### src/rtl/ring_snoop_ctl.sv
module ring_snoop_ctl #(
  parameter int ADDR_W = 16,
  parameter int IDX_W  = 5,
  parameter int CNT_W  = 4,
  parameter int EXCL_N = 4
)(
  input  logic              clk,
  input  logic              rst_n,
  input  logic [1:0]        mode,
  input  logic              req_valid,
  input  logic [ADDR_W-1:0] req_addr,
  output logic              ring_in_ready,
  output logic              ring_out_valid,
  output logic [ADDR_W-1:0] ring_out_addr,
  output logic              ring_out_supply,
  output logic              snp_valid,
  output logic [ADDR_W-1:0] snp_addr,
  input  logic              snp_hit,
  input  logic              fill_valid,
  input  logic [ADDR_W-1:0] fill_addr,
  input  logic              evict_valid,
  input  logic [ADDR_W-1:0] evict_addr,
  output logic              dec_valid,
  output logic [1:0]        dec_action
);
  localparam int NCNT = 1 << IDX_W;
  localparam int PTR_W = (EXCL_N > 1) ? $clog2(EXCL_N) : 1;
  localparam logic [CNT_W-1:0] CNT_MAX = '1;
  localparam logic [1:0] ACT_STF = 2'd1, ACT_FTS = 2'd2, ACT_FO = 2'd3;

  function automatic logic [IDX_W-1:0] hash0(input logic [ADDR_W-1:0] a);
    return a[IDX_W-1:0] ^ a[2*IDX_W-1:IDX_W];
  endfunction
  function automatic logic [IDX_W-1:0] hash1(input logic [ADDR_W-1:0] a);
    return {a[IDX_W-2:0], a[IDX_W-1]} ^ a[ADDR_W-1 -: IDX_W];
  endfunction

  logic              s1_v, s2_v, s3_v, s2_pred, s3_pred;
  logic [ADDR_W-1:0] s1_a, s2_a, s3_a;
  logic [1:0]        s3_act, nxt_act;
  logic              pend_v, pend_hit;
  logic [ADDR_W-1:0] pend_a;
  logic [PTR_W-1:0]  ptr;
  logic [NCNT-1:0]   nz;
  logic [EXCL_N-1:0] ex_m;

  wire [IDX_W-1:0] f0 = hash0(fill_addr),  f1 = hash1(fill_addr);
  wire [IDX_W-1:0] e0 = hash0(evict_addr), e1 = hash1(evict_addr);

  wire stall  = pend_v & s3_v & (s3_act != ACT_STF);
  wire issue  = s3_v & ~stall;
  wire snoop  = issue & (s3_act != ACT_FO);
  wire lrn    = snoop & s3_pred & ~snp_hit & ~(fill_valid && fill_addr == s3_a);
  wire bloom  = nz[hash0(s1_a)] & nz[hash1(s1_a)];
  wire pred1  = bloom & ~(|ex_m);

  for (genvar i = 0; i < NCNT; i++) begin : g_cnt
    logic [CNT_W-1:0] c;
    wire [1:0] up = {1'b0, fill_valid && f0 == IDX_W'(i)} + {1'b0, fill_valid && f1 == IDX_W'(i)};
    wire [1:0] dn = {1'b0, evict_valid && e0 == IDX_W'(i)} + {1'b0, evict_valid && e1 == IDX_W'(i)};
    wire [CNT_W+1:0] nxt = {2'b00, c} + {{CNT_W{1'b0}}, up} - {{CNT_W{1'b0}}, dn};
    always_ff @(posedge clk)
      if (!rst_n) c <= '0;
      else if (c != CNT_MAX) c <= (nxt > {2'b00, CNT_MAX}) ? CNT_MAX : nxt[CNT_W-1:0];
    assign nz[i] = (c != '0);
  end

  for (genvar i = 0; i < EXCL_N; i++) begin : g_ex
    logic              v;
    logic [ADDR_W-1:0] a;
    always_ff @(posedge clk)
      if (!rst_n) begin
        v <= 1'b0;
        a <= '0;
      end else if (lrn && ptr == PTR_W'(i)) begin
        v <= 1'b1;
        a <= s3_a;
      end else if (fill_valid && v && a == fill_addr) v <= 1'b0;
    assign ex_m[i] = v && (a == s1_a);
  end

  always_ff @(posedge clk)
    if (!rst_n) ptr <= '0;
    else if (lrn) ptr <= (ptr == PTR_W'(EXCL_N-1)) ? '0 : ptr + 1'b1;

  always_comb
    case (mode)
      2'd0:    nxt_act = ACT_STF;
      2'd1:    nxt_act = ACT_FTS;
      2'd2:    nxt_act = s2_pred ? ACT_STF : ACT_FO;
      default: nxt_act = s2_pred ? ACT_FTS : ACT_FO;
    endcase

  always_ff @(posedge clk)
    if (!rst_n) begin
      {s1_v, s2_v, s3_v, s2_pred, s3_pred} <= '0;
      {s1_a, s2_a, s3_a} <= '0;
      s3_act <= ACT_FO;
    end else if (!stall) begin
      s1_v <= req_valid;  s1_a <= req_addr;
      s2_v <= s1_v;       s2_a <= s1_a;  s2_pred <= pred1;
      s3_v <= s2_v;       s3_a <= s2_a;  s3_pred <= s2_pred;  s3_act <= nxt_act;
    end

  always_ff @(posedge clk)
    if (!rst_n) begin
      pend_v <= 1'b0; pend_hit <= 1'b0; pend_a <= '0;
    end else begin
      pend_v <= issue && s3_act == ACT_STF;
      pend_a <= s3_a;
      pend_hit <= snp_hit;
    end

  assign ring_in_ready   = ~stall;
  assign dec_valid       = issue;
  assign dec_action      = s3_act;
  assign snp_valid       = snoop;
  assign snp_addr        = s3_a;
  assign ring_out_valid  = pend_v | (issue & (s3_act != ACT_STF));
  assign ring_out_addr   = pend_v ? pend_a : s3_a;
  assign ring_out_supply = pend_v & pend_hit;

  AST_LAZY_STF: assert property (@(posedge clk) disable iff (!rst_n)
    (dec_valid && mode == 2'd0) |-> dec_action == ACT_STF);
  AST_EAGER_FTS: assert property (@(posedge clk) disable iff (!rst_n)
    (dec_valid && mode == 2'd1) |-> (dec_action == ACT_FTS && ring_out_valid && snp_valid));
  AST_FO_ADAPTIVE: assert property (@(posedge clk) disable iff (!rst_n)
    (dec_valid && dec_action == ACT_FO) |-> (mode[1] && !snp_valid && ring_out_valid));
  AST_STF_FORWARD: assert property (@(posedge clk) disable iff (!rst_n)
    (snp_valid && dec_action == ACT_STF) |=>
      (ring_out_valid && ring_out_addr == $past(snp_addr) && ring_out_supply == $past(snp_hit)));
  AST_SUPPLY_SRC: assert property (@(posedge clk) disable iff (!rst_n)
    ring_out_supply |-> $past(snp_valid && snp_hit && dec_action == ACT_STF));
  AST_HOLD_ONE: assert property (@(posedge clk) disable iff (!rst_n)
    !ring_in_ready |=> ring_in_ready);
endmodule

### config.mk
export PLATFORM = sky130hd
export DESIGN_NAME = ring_snoop_ctl
export DESIGN_NICKNAME = d
export VERILOG_FILES = /design/src/rtl/ring_snoop_ctl.sv
export SDC_FILE = /design/constraint.sdc
export NUM_CORES = 1
export LEC_CHECK = 0
export BUFFER_PORTS_ARGS = -buffer_cell sky130_fd_sc_hd__buf_2
export CAP_MARGIN = 0
export CORE_MARGIN = 8
export CORE_UTILIZATION = 60
export DETAILED_ROUTE_END_ITERATION = 6
export HOLD_SLACK_MARGIN = 0.08
export PLACE_DENSITY = 0.85
export SLEW_MARGIN = 20
export SYNTH_ARGS = -nofsm -noshare
export SYNTH_HDL_FRONTEND = slang
export SYNTH_SLANG_ARGS = --single-unit
### constraint.sdc
create_clock -name clk -period 4.3 [get_ports clk]
set_input_delay 0.43 -clock clk [delete_from_list [all_inputs] [get_ports clk]]
set_output_delay 0.43 -clock clk [all_outputs]
set_load 0.02 [all_outputs]
---- After elaboration in Yosys (flattened, before gate mapping) ----
Cells that the tools add are included.
word-level totals
  register bits ........................... 271
  input port bits ......................... 56
  output and inout port bits .............. 39
  word-level logic and storage cells ...... 649
cells by class
  add/subtract/negate cells ............... 129
  magnitude comparators ................... 34
  eq/ne operators ......................... 173
  muxes and demuxes ....................... 49
  bitwise operators ....................... 22
  reductions and logical operators ........ 189
operator list
  operator                                                                          number
  5-bit equality test (second input constant)                                       64
  6-bit by 4-bit greater-than comparator with 1-bit output (second input constant)  32
  5-bit by 2-bit subtractor with 6-bit output                                       32
  4-bit by 2-bit adder with 5-bit output                                            32
  5-bit by 4-bit equality test with 1-bit output (second input constant)            32
  1-bit logical AND                                                                 146
  16-bit equality test                                                              9
  1-bit by 1-bit adder with 2-bit output                                            64
  4-bit 2-to-1 mux                                                                  32
  4-bit inequality test (second input constant)                                     32
  4-bit nonzero test                                                                32
  5-bit by 3-bit equality test with 1-bit output (second input constant)            16
  5-bit by 2-bit equality test with 1-bit output (second input constant)            8
  5-bit XOR                                                                         6
  5-bit by 1-bit equality test with 1-bit output (second input constant)            4
  5-bit logical NOT                                                                 4
  16-bit 2-to-1 mux                                                                 1
  5-bit by 6-bit less-than comparator with 1-bit output (second input constant)     2
  1-bit AND                                                                         11
  1-bit 2-to-1 mux                                                                  11
  1-bit binary-select mux with 5-bit select                                         2
  2-bit nonzero test                                                                4
  2-bit by 1-bit equality test with 1-bit output (second input constant)            3
  2-bit equality test (second input constant)                                       3
  9 further kinds                                                                   14

---- Depth between registers and ports, before layout ----
  word-level depth ........................ 10
  depth in mapped cells ................... 16

---- Worst setup path after synthesis ----
No wires, ideal clock.
  path type ............................... in2reg
  start ................................... in fill_addr[4]
  end ..................................... reg g_cnt[1].c[0]
  arrival time ............................ 3.241 ns
  data required time ...................... 4.176 ns
  slack ................................... 0.935 ns
  stages on the path ...................... 14
  cell sequence ........................... buf_4 -> xor2_1 -> or2_2 -> nor3_1 -> nand2_1 -> fa_1 -> fa_1 -> inv_1 -> ha_1 -> inv_1 -> fa_1 -> nand2_1 -> and3_1 -> a21boi_0
on the way
  word-level cells in the longest chain between the ends .. 8
  elaborated cells on any way between the ends .. 11
  classes of those cells .................. 3 x add/sub; 1 x order compare; 2 x eq/ne; 1 x mux; 2 x bitwise; 2 x reduce/logical
ends and longest elaborated chain
  item                                                      line    source
  start, declared                                           20      input logic [ADDR_W-1:0] fill_addr,
  5-bit XOR, on equally long branches                       32, 35
  5-bit by 1-bit equality test with 1-bit output            59      wire [1:0] up = {1'b0, fill_valid && f0 == IDX_W'(i)} + {1'b0, fill_valid && f1 == IDX_W'(i)};
  1-bit logical AND                                         59
  1-bit by 1-bit adder with 2-bit output *                  59
  4-bit by 2-bit adder with 5-bit output *                  61      wire [CNT_W+1:0] nxt = {2'b00, c} + {{CNT_W{1'b0}}, up} - {{CNT_W{1'b0}}, dn};
  5-bit by 2-bit subtractor with 6-bit output *             61
  6-bit by 4-bit greater-than comparator with 1-bit output  64      else if (c != CNT_MAX) c <= (nxt > {2'b00, CNT_MAX}) ? CNT_MAX : nxt[CNT_W-1:0];
  4-bit 2-to-1 mux *                                        64
  end signal, assigned                                      64
  end, declared                                             58      logic [CNT_W-1:0] c;
Every way passes the cells marked *; elsewhere a longest branch is shown, timed or not.
A chain may end at the register's enable or synchronous reset.

---- Worst setup path after layout ----
  start ................................... in fill_addr[4]
  end ..................................... reg g_cnt[19].c[1]
on the way
  word-level cells in the longest chain between the ends .. 8
  elaborated cells on any way between the ends .. 11
  classes of those cells .................. 3 x add/sub; 1 x order compare; 2 x eq/ne; 1 x mux; 2 x bitwise; 2 x reduce/logical
ends and longest elaborated chain
  item                                                      line
  5-bit XOR, on equally long branches                       32, 35
  5-bit equality test                                       59
  1-bit logical AND                                         59
  1-bit by 1-bit adder with 2-bit output *                  59
  4-bit by 2-bit adder with 5-bit output *                  61
  5-bit by 2-bit subtractor with 6-bit output *             61
  6-bit by 4-bit greater-than comparator with 1-bit output  64
  4-bit 2-to-1 mux *                                        64
  end signal, assigned                                      64
  end, declared                                             58
Marks and branches as above.

==> impl_metrics.yaml <==
cts:
  cts_made_buffers: 29
  cts_hold_buffers: 1
  clkSlewWorstSetupHoldPaths_ns: 0.06
  cts.sinks: 271
  cts_setup_buffers: 0
  clk_latency_ns: 0.58
  cts_resized: 0
  clockBufferDepth: 3
  root_buffer: "clkbuf_16"
  cts_tree: "yes"
  htreeDepth: 1
sta:
  worst_slack_ns: 0.726
  hold_viol_final: 0
  max_freq_mhz: 280
  fin_skew_ns: 0.0213
  layout_min_cycle_time_ns: 3.57
  grt_setup_unrepaired: "false"
  worst_slew_pin_slew_ns: 0.996
  period_share_pct: 83.1
  finalMaxSlewViolations: 0
  finalSetupTns_ns: 0
  final-setup-viol-count: 0
  relSlewSlack_pct: 33.5
logic_synthesis:
  async_flop_share_pct: 0
  synth.net_count: 2673
  ys.warnings.count: 0
  ys.flop_type: "dfxtp_1"
  syn_inst: 2325
  synth_commonest_cells: "inv_1 (292), dfxtp_1 (271), nand2_1 (236), ha_1 (196), nor2_1 (189)"
  synth_seq_cells: 271
  yosysTopAreaCell: "dfxtp_1"
  syn-mean-instance-area_um2: 8.61
  syn-cell-area_mm2: 0.0200
  ys_types: 54
  ys_seq_area_share_pct: 27.1
  netlist.area_leader.share_pct: 27.1
  yosysMostFrequentCell: "inv_1"
  netlist_top_cells_area: "dfxtp_1 (27%), ha_1 (12%), fa_1 (9.6%)"
  synth_edf_count: 0
pwr:
  p_switching_uw: 4920
  power_uw: 12200
  p_int_uw: 7280
  power.share.sequential_pct: 32.3
  p_clk_share_pct: 23.0
  leakagePower_uw: 0.00984
  switching_share_pct: 40.3
  power_density_mw_per_mm2: 559
  vdd_drop_max_uv: 386
  combPwrFrac_pct: 44.7
run_status:
  violations: "design-rule violations"
  status: "finished, violations left"
detailed_routing:
  drtIter0Drc: 1417
  drt-vias-per-instance: 5.77
  ant_nets: 0
  dr.pass1.iters: 7
  wl_per_cell_um: 19.0
  drcViolationCount: 2
  vias: 16420
  wirelength_um: 54000
finish:
  area_growth_pct: 8.99
  fin_nets: 2721
  layout-drive-gt1-share_pct: 8.72
global_route:
  antenna_found_initial: 2
  grt_pass1_wl_um: 87300
  grtUsageTotal_pct: 27.4
  grt.overflow.total: 0
  grt_start_max_net_pins: 145
  grt_pass1_vias: 17423
worst_setup_path:
  critPathArrivalTime_ns: 4.02
  worstSetupPathType: "input port to flop"
  cp-end-kind: "flop"
  cp-start-kind: "input port"
  path_max_fanout: 4
  worstPathRequired_ns: 4.75
min_path:
  hp-class: "input port to flop"
floorplanning:
  start_util_pct: 60.3
  die-area_mm2: 0.0395
  core_area_mm2: 0.0332
  num_rows: 67
  io_pins: 95
  dieHeight_um: 199
  die_x_um: 199
placed_design:
  port-buffer-count: 93
  dp_hpwl_um: 39000
  post-place-ws_ns: 0.402
  place.gp.congestion: 0.977
job:
  drv_cap: 0
==> registers in the layout, indices dropped and copies added (netlist names) <==
name and cells:
s3_pred 1, s2_a 16, s1_v 1, s1_a 16
pend_v 1, s3_v 1, ptr 2, g_ex.a 64
g_cnt.c 128, dec_action 2, pend_a 16, snp_addr 16
pend_hit 1, g_ex.v 4, s2_v 1, s2_pred 1
==> critical path, cell delays in order <==
cell and delay, ns:
buf_2 0.11, xor2_1 0.41, nand2_1 0.24, nor3_1 0.58, nand2_1 0.19, fa_1 0.50, fa_1 0.40, inv_1 0.07
ha_1 0.19, inv_1 0.07, fa_1 0.40, nand2_1 0.09, and3_1 0.23, a21boi_0 0.10
==> final timing paths <==
check                             from                          end  slack, ns  cells after the start
setup reg to reg  s1_a[1]$_SDFFE_PN0N_         s2_pred$_SDFFE_PN0N_       1.30                      8
hold / removal               req_valid            s1_v$_SDFFE_PN0N_       0.10                      3
hold reg to reg   s2_a[4]$_SDFFE_PN0N_         s2_a[4]$_SDFFE_PN0N_       0.47                      2
setup / recovery          fill_addr[4]  g_cnt[19].c[1]$_SDFFE_PN0P_       0.73                     14
==> routing by layer <==
layer / track usage, % / up-vias / part of all wire (%)
met5: 0 / - / 0.015
met4: 14.9 / 2 / 6.4
met1: 31.6 / 7803 / 38
met2: 46.8 / 777 / 47
met3: 6.07 / 248 / 8.8
li1: - / 7590 / -
==> power groups by stage <==
stage | clock (uW) | combinational (uW) | sequential [uW]
floorplan | 0 | 4160 | 3760
detailed placement | 0 | 5340 | 3960
finish | 2800 | 5460 | 3940
global placement | 0 | 4880 | 3900
CTS | 2830 | 5410 | 3920
global route | 2930 | 6160 | 4040
==> through the flow <==
stage               hold WS, ns  cells  utilization (%)  area [um2]
floorplan                 0.441   2325                -       20000
global placement          0.448   2789             62.5       20700
detailed placement        0.462   2789             62.5       20700
CTS                      0.0885   2844             65.7       21800
global route              0.105   2845             65.7       21800
finish                    0.104   2846             65.7       21800
==> layout by cell type, fill, tap and decap left out, types with 3 or more instances in the layout <==
cell,instances
fa_1,96
dfxtp_1,271
buf_2,92
nor3_1,15
ha_1,196
xnor2_1,178
nor2b_1,67
nor4_1,20
nor4b_1,12
o41ai_1,4
inv_1,292
clkbuf_1,6
a211oi_1,4
mux2i_1,69
or3b_2,10
a21oi_1,101
nor3b_1,3
xor2_1,78
nand2_8,4
o21ai_0,67
nand2_1,236
o21a_1,6
a311oi_1,15
nand4_1,21
clkbuf_16,29
a21boi_0,115
mux2_2,17
clkinv_2,4
buf_4,25
nor2_1,189
and3_1,35
bufinv_16,6
and2_1,21
nand3_1,53
clkbuf_8,5
==> cells by family after synthesis <==
group           after synthesis  share of synthesized area, %
mux                          86                          4.41
fa+ha+maj                   292                          21.8
flops                       271                          27.1
buf+inv                     395                          8.14
compound gates              327                          10.4
simple gates                696                          16.7
xor+xnor                    258                          11.4
==> cell type report <==
type / count / area, um2
multi-input combinational: 1659 / 13000
antenna: 2 / 5.00
clock buffer: 40 / 817
fill: 2607 / 11400
inverter: 292 / 1100
timing repair buffer: 120 / 689
tap: 448 / 561
clock inverter: 14 / 245
sequential: 271 / 5430
No activity file was read; power rests on OpenSTA's default activity.
